`src/rtl/spi_clk_div_pkg.sv`:
```
package spi_clk_div_pkg;
    typedef enum logic {
        DIV_POW2   = 1'b0,
        DIV_LINEAR = 1'b1
    } div_mode_e;
endpackage

```
`src/rtl/scd_cfg.sv`:
```
// Captures the half-period length (minus one) while the divider is idle.
module scd_cfg
    import spi_clk_div_pkg::*;
#(
    parameter int LIN_W  = 8,
    parameter int POW_W  = 4,
    parameter int HALF_W = 14
) (
    input  logic              clk,
    input  logic              rst_n,
    input  logic              load,
    input  div_mode_e         mode,
    input  logic [LIN_W-1:0]  lin_n,
    input  logic [POW_W-1:0]  pow_n,
    output logic [HALF_W-1:0] half_m1
);
    typedef struct packed {
        logic [HALF_W-1:0] half_m1;
    } cfg_t;

    cfg_t st_d, st_q;
    logic [HALF_W-1:0] cand;

    always_comb begin
        st_d = st_q;
        if (mode == DIV_LINEAR) begin
            cand = HALF_W'(lin_n);
        end else if (pow_n <= POW_W'(1)) begin
            cand = '0;
        end else begin
            cand = (HALF_W'(1) << (pow_n - POW_W'(1))) - HALF_W'(1);
        end
        if (load) begin
            st_d.half_m1 = cand;
        end
    end

    always_ff @(posedge clk or negedge rst_n) begin
        if (!rst_n) begin
            st_q <= '0;
        end else begin
            st_q <= st_d;
        end
    end

    assign half_m1 = st_q.half_m1;
endmodule

```
`src/rtl/scd_timer.sv`:
```
// Counts module clocks within a half period and flags its last cycle.
module scd_timer #(
    parameter int HALF_W = 14
) (
    input  logic              clk,
    input  logic              rst_n,
    input  logic              run,
    input  logic [HALF_W-1:0] half_m1,
    output logic              hit,
    output logic              stb
);
    typedef struct packed {
        logic [HALF_W-1:0] cnt;
        logic              stb;
    } tmr_t;

    tmr_t st_d, st_q;

    always_comb begin
        hit      = run && (st_q.cnt == half_m1);
        st_d.stb = hit;
        if (run && !hit) begin
            st_d.cnt = st_q.cnt + HALF_W'(1);
        end else begin
            st_d.cnt = '0;
        end
    end

    always_ff @(posedge clk or negedge rst_n) begin
        if (!rst_n) begin
            st_q <= '0;
        end else begin
            st_q <= st_d;
        end
    end

    assign stb = st_q.stb;
endmodule

```
`src/rtl/scd_level.sv`:
```
// Holds the serial clock level: idle polarity when stopped, toggling when running.
module scd_level (
    input  logic clk,
    input  logic rst_n,
    input  logic run,
    input  logic cpol,
    input  logic toggle,
    output logic sclk
);
    typedef struct packed {
        logic lvl;
    } lvl_t;

    lvl_t st_d, st_q;

    always_comb begin
        if (run) begin
            st_d.lvl = st_q.lvl ^ toggle;
        end else begin
            st_d.lvl = cpol;
        end
    end

    always_ff @(posedge clk or negedge rst_n) begin
        if (!rst_n) begin
            st_q <= '0;
        end else begin
            st_q <= st_d;
        end
    end

    assign sclk = st_q.lvl;
endmodule

```
`src/rtl/spi_clk_div.sv`:
```
module spi_clk_div
    import spi_clk_div_pkg::*;
#(
    parameter int LIN_W = 8,
    parameter int POW_W = 4,
    localparam int MODE_BIT   = LIN_W + POW_W,
    localparam int CTL_W      = MODE_BIT + 1,
    localparam int POW_MAX_M1 = (1 << POW_W) - 2,
    localparam int HALF_W     = (LIN_W > POW_MAX_M1) ? LIN_W : POW_MAX_M1
) (
    input  logic             clk,
    input  logic             rst_n,
    input  logic [CTL_W-1:0] clk_ctl,
    input  logic             cpol,
    input  logic             run,
    output logic             edge_stb,
    output logic             sclk
);
    logic [HALF_W-1:0] half_m1;
    logic              hit;
    div_mode_e         mode;

    assign mode = div_mode_e'(clk_ctl[MODE_BIT]);

    scd_cfg #(
        .LIN_W (LIN_W),
        .POW_W (POW_W),
        .HALF_W(HALF_W)
    ) i_cfg (
        .clk    (clk),
        .rst_n  (rst_n),
        .load   (!run),
        .mode   (mode),
        .lin_n  (clk_ctl[LIN_W-1:0]),
        .pow_n  (clk_ctl[MODE_BIT-1:LIN_W]),
        .half_m1(half_m1)
    );

    scd_timer #(
        .HALF_W(HALF_W)
    ) i_timer (
        .clk    (clk),
        .rst_n  (rst_n),
        .run    (run),
        .half_m1(half_m1),
        .hit    (hit),
        .stb    (edge_stb)
    );

    scd_level i_level (
        .clk   (clk),
        .rst_n (rst_n),
        .run   (run),
        .cpol  (cpol),
        .toggle(hit),
        .sclk  (sclk)
    );
endmodule

```
`config.mk`:
```
export PLATFORM = sky130hd
export DESIGN_NAME = spi_clk_div
export DESIGN_NICKNAME = d
export VERILOG_FILES = /design/src/rtl/spi_clk_div_pkg.sv /design/src/rtl/scd_cfg.sv /design/src/rtl/scd_timer.sv /design/src/rtl/scd_level.sv /design/src/rtl/spi_clk_div.sv
export SDC_FILE = /design/constraint.sdc
export NUM_CORES = 1
export LEC_CHECK = 0
export ABC_AREA = 0
export BUFFER_PORTS_ARGS = -buffer_cell sky130_fd_sc_hd__buf_2
export CAP_MARGIN = 20
export CORE_MARGIN = 2
export CORE_UTILIZATION = 63
export CTS_BUF_LIST = sky130_fd_sc_hd__clkbuf_16
export CTS_CLUSTER_DIAMETER = 50
export DETAILED_ROUTE_END_ITERATION = 7
export PLACE_DENSITY = 0.92
export SLEW_MARGIN = 5
export SYNTH_ARGS = -nofsm -noshare
export SYNTH_HDL_FRONTEND = slang
export SYNTH_HIERARCHICAL = 1
export SYNTH_SLANG_ARGS = --single-unit
```
`constraint.sdc`:
```
create_clock -name clk -period 5.09 [get_ports clk]
set_clock_uncertainty 0.15 [all_clocks]
set_input_delay 1.018 -clock clk [delete_from_list [all_inputs] [get_ports clk]]
set_output_delay 1.018 -clock clk [all_outputs]
set_load 0.02 [all_outputs]
```
==> results.yml <==
logic_synthesis:
  synth_top_family_by_area: "simple AND/OR/NAND/NOR gates"
  synth_xor_area_frac: 0.127
  synth.area.mux_share: 0.0175
  compound_gate_fraction_of_synth_area: 0.117
  synth-edff-count: 0
  synth-adder-area-share: 0.0134
  postSynth.topFlopCell: "sky130_fd_sc_hd__dfrtp_1"
  register_area_share_after_synthesis: 0.403
  synth.lib_cells_used.distinct: 50
  synth_cells: 189
  yosys_warnings: 6
  netlist_area_sq_um: 1860
  synthArstFlopShare: 1.00
  yosys.area_share.simple: 0.240
  post_synth_net_total: 208
  syn_avg_cell_area_sq_um: 9.85
  postSynthRegisterBits: 30
floorplanning:
  chipWidth_microns: 58.4
  die_h_microns: 58.4
  fp.dieArea_sq_um: 3410
  floorplan.initialDensity: 0.669
  core-area_sq_um: 2780
  placementRows: 19
  io_pins: 19
layout:
  multi_input_comb_area_sq_um: 958
  insertedDiodeCount: 0
  area.sequential_sq_um: 751
  layout.core_utilization: 0.727
  areaGrowthSynthToFinish_pct: 8.60
  final_net_count: 221
  nFillCells: 193
  design_area_sq_um: 2020
  final_layout_size_suffix_gt1_frac: 0.207
clock_tree:
  root_buffer: "sky130_fd_sc_hd__clkbuf_16"
  post-cts-setup-buffer-count: 0
  post_cts.resized_instances: 0
  postCtsHoldBufs: 0
  numCtsBuffers: 5
  cts.reportedPaths.clkPinSlew_ns: 0.05
  h-tree-depth: 2
  tritoncts_clock_tree: "built"
  ctsLongestPathBuffers: 2
  skew_pair_late_insertion_delay_ns: 0.27
  clock_sink_count: 30
drt:
  post_drt_wl_per_cell_microns: 16.8
  detailroute.via_count: 1462
  detail_route.wirelength_mm: 3.94
  firstDrtPassIters: 4
  route.detailed.vias_per_inst: 6.25
  first_iter_violations: 64
  ant_nets: 0
  remaining_drc_errors: 0
placed_design:
  dp_hpwl_mm: 2.73
  placed_cell_area_sq_um: 1880
  buffer_ports.inserted: 18
  place_congestion: 0.954
global_route:
  maximum_number_of_pins_on_one_net_before_global_route_repair: 31
  first_global_vias: 1334
  global_route_wire_length_before_repair_mm: 6.52
  antenna_found_initial: 0
  grt_remaining_overflow: 0
  groute.usage.overall: 0.263
timing:
  finalWorstPathRequiredPeriod_ns: 2.90
  share_of_the_cycle_needed_by_the_critical_path_after_routing: 0.570
  worst_pin_slew_ns: 0.756
  finalSetupViolations: 0
  setup_tns_ns: 0
  rsz_0062_raised_after_global_routing: "no"
  max_freq_mhz: 344
  max_slew_margin: 0.492
  maxSlewViolCount: 0
  hold_violations: 0
setup_path:
  arrival_ns: 2.90
  critPathLaunchType: "input port"
  crit_fanout: 14
  cp_slowest_stage_delay_ns: 0.53
  slowest_stage_cell_on_the_critical_path: "sky130_fd_sc_hd__or4b_1"
  criticalPathCategory: "input port to flip-flop"
  critPathRequiredTime_ns: 5.09
  cp_cell_sequence: "buf_2, or4b_1, ha_1, nor3b_1, nand2_1, o32ai_1"
  rrSetupSlack_ns: 2.77
  critPathCaptureType: "flip-flop"
outcome:
  outcome: "complete, no violations"
power_and_ir_drop:
  power_leakage_nw: 0.831
  total_power_w: 0.000623
  power_per_cell_area_nw_per_um2: 308
  max-vdd-ir-drop_mv: 0.330
run:
  drv.max_cap_violation_count: 0
hold_path:
  worst_min_delay_path_class: "flip-flop to flip-flop"
## synth_stat cells (2+ instances only)
library cell	number	area, sq um
sky130_fd_sc_hd__nor3b_1	2	15.0
sky130_fd_sc_hd__nor2b_1	2	12.5
sky130_fd_sc_hd__a31oi_1	3	18.8
sky130_fd_sc_hd__and3_1	5	31.3
sky130_fd_sc_hd__o21ai_0	5	25.0
sky130_fd_sc_hd__nand4_1	8	50.1
sky130_fd_sc_hd__dfrtp_1	30	751
sky130_fd_sc_hd__o21ai_1	3	15.0
sky130_fd_sc_hd__buf_6	5	56.3
sky130_fd_sc_hd__ha_1	2	25.0
sky130_fd_sc_hd__nor2_1	5	18.8
sky130_fd_sc_hd__mux2_2	2	22.5
sky130_fd_sc_hd__buf_4	2	15.0
sky130_fd_sc_hd__nor4_4	2	42.5
sky130_fd_sc_hd__xor2_1	4	35.0
sky130_fd_sc_hd__clkbuf_8	2	27.5
sky130_fd_sc_hd__inv_4	2	12.5
sky130_fd_sc_hd__xnor2_1	23	201
sky130_fd_sc_hd__nor4_1	3	18.8
sky130_fd_sc_hd__nor3_1	16	80.1
sky130_fd_sc_hd__nand3_1	7	35.0
sky130_fd_sc_hd__a21oi_1	7	35.0
sky130_fd_sc_hd__clkbuf_1	3	11.3
sky130_fd_sc_hd__nand2_1	14	52.6
sky130_fd_sc_hd__inv_1	7	26.3
## critical path, delay by kind of cell
family | cells | cell delay (ns)
fa+ha+maj | 1 | 0.31
simple gates | 3 | 1.05
buf+inv | 1 | 0.18
compound gates | 1 | 0.33
## per-layer routing
layer  share of wire  GRT usage  up-vias  wire, microns
met2            0.49      0.416       52           1920
li1                -          -      705              -
met4           0.027      0.113        0            105
met5               0          0        -              0
met3           0.042     0.0681       13            167
met1            0.44      0.345      692           1740
## path summary, 6_finish.rpt
path                             startpoint               end  cells past startpoint
setup / recovery                 clk_ctl[9]  i_cfg/half_m1[4]                      6
hold / removal             i_cfg/half_m1[0]  i_cfg/half_m1[0]                      1
setup reg to reg           i_timer/st_q[10]      i_level/sclk                      6
hold reg to reg            i_cfg/half_m1[0]  i_cfg/half_m1[0]                      1
max in group asynchronous             rst_n   i_timer/st_q[6]                      1
min in group asynchronous             rst_n  i_cfg/half_m1[7]                      1
## stage by stage
stage	instances	hold WS (ns)	setup slack, ns
CTS	234	0.363	2.25
floorplan	189	0.325	2.23
global route	234	0.376	2.13
finish	234	0.364	2.19
global placement	226	0.347	2.17
detailed placement	226	0.354	2.10
## report_power, final
| group | internal, W | switching, W | total [W] |
|---|---|---|---|
| Sequential | 0.000253 | 0.0000134 | 0.000266 |
| Combinational | 0.0000334 | 0.0000460 | 0.0000794 |
| Clock | 0.000178 | 0.000100 | 0.000278 |
| Total | 0.000464 | 0.000159 | 0.000623 |
## area by class of cell
cell class,instances,area share
clock inverter,3,0.00804
clock buffer,5,0.0619
multi-input combinational,137,0.474
sequential,30,0.371
timing repair buffer,18,0.0446
inverter,10,0.0210
tap,31,0.0192
## state kept, by name (all words and copies together), names as in the netlist
signal and cells:
i_cfg/half_m1 14, i_timer/st_q 14, i_level/sclk 1, i_timer/stb 1
## cells by family after synthesis
family / count (synthesis)
DFF: 30
muxes: 3
and+or+nand+nor: 74
adders and majority gates: 2
xor gates and xnor gates: 27
buffers and inverters: 22
AOI/OAI and AO/OA: 31
## layout by cell type, fill, tap and decap left out, types with 2 or more instances in the layout
cell type                    n
sky130_fd_sc_hd__dfrtp_1    30
sky130_fd_sc_hd__xnor2_1    23
sky130_fd_sc_hd__buf_2      18
sky130_fd_sc_hd__nor3_1     16
sky130_fd_sc_hd__nand2_1    14
sky130_fd_sc_hd__nand4_1     8
sky130_fd_sc_hd__inv_1       7
sky130_fd_sc_hd__a21oi_1     7
sky130_fd_sc_hd__nand3_1     7
sky130_fd_sc_hd__clkbuf_16   5
sky130_fd_sc_hd__and3_1      5
sky130_fd_sc_hd__o21ai_0     5
sky130_fd_sc_hd__nor2_1      5
sky130_fd_sc_hd__xor2_1      4
sky130_fd_sc_hd__o21ai_1     3
sky130_fd_sc_hd__a31oi_1     3
sky130_fd_sc_hd__nor4_1      3
sky130_fd_sc_hd__mux2_2      2
sky130_fd_sc_hd__inv_4       2
sky130_fd_sc_hd__nor3b_1     2
sky130_fd_sc_hd__nor2b_1     2
sky130_fd_sc_hd__ha_1        2
sky130_fd_sc_hd__nor4_4      2
No activity file was read; power rests on OpenSTA's default activity.
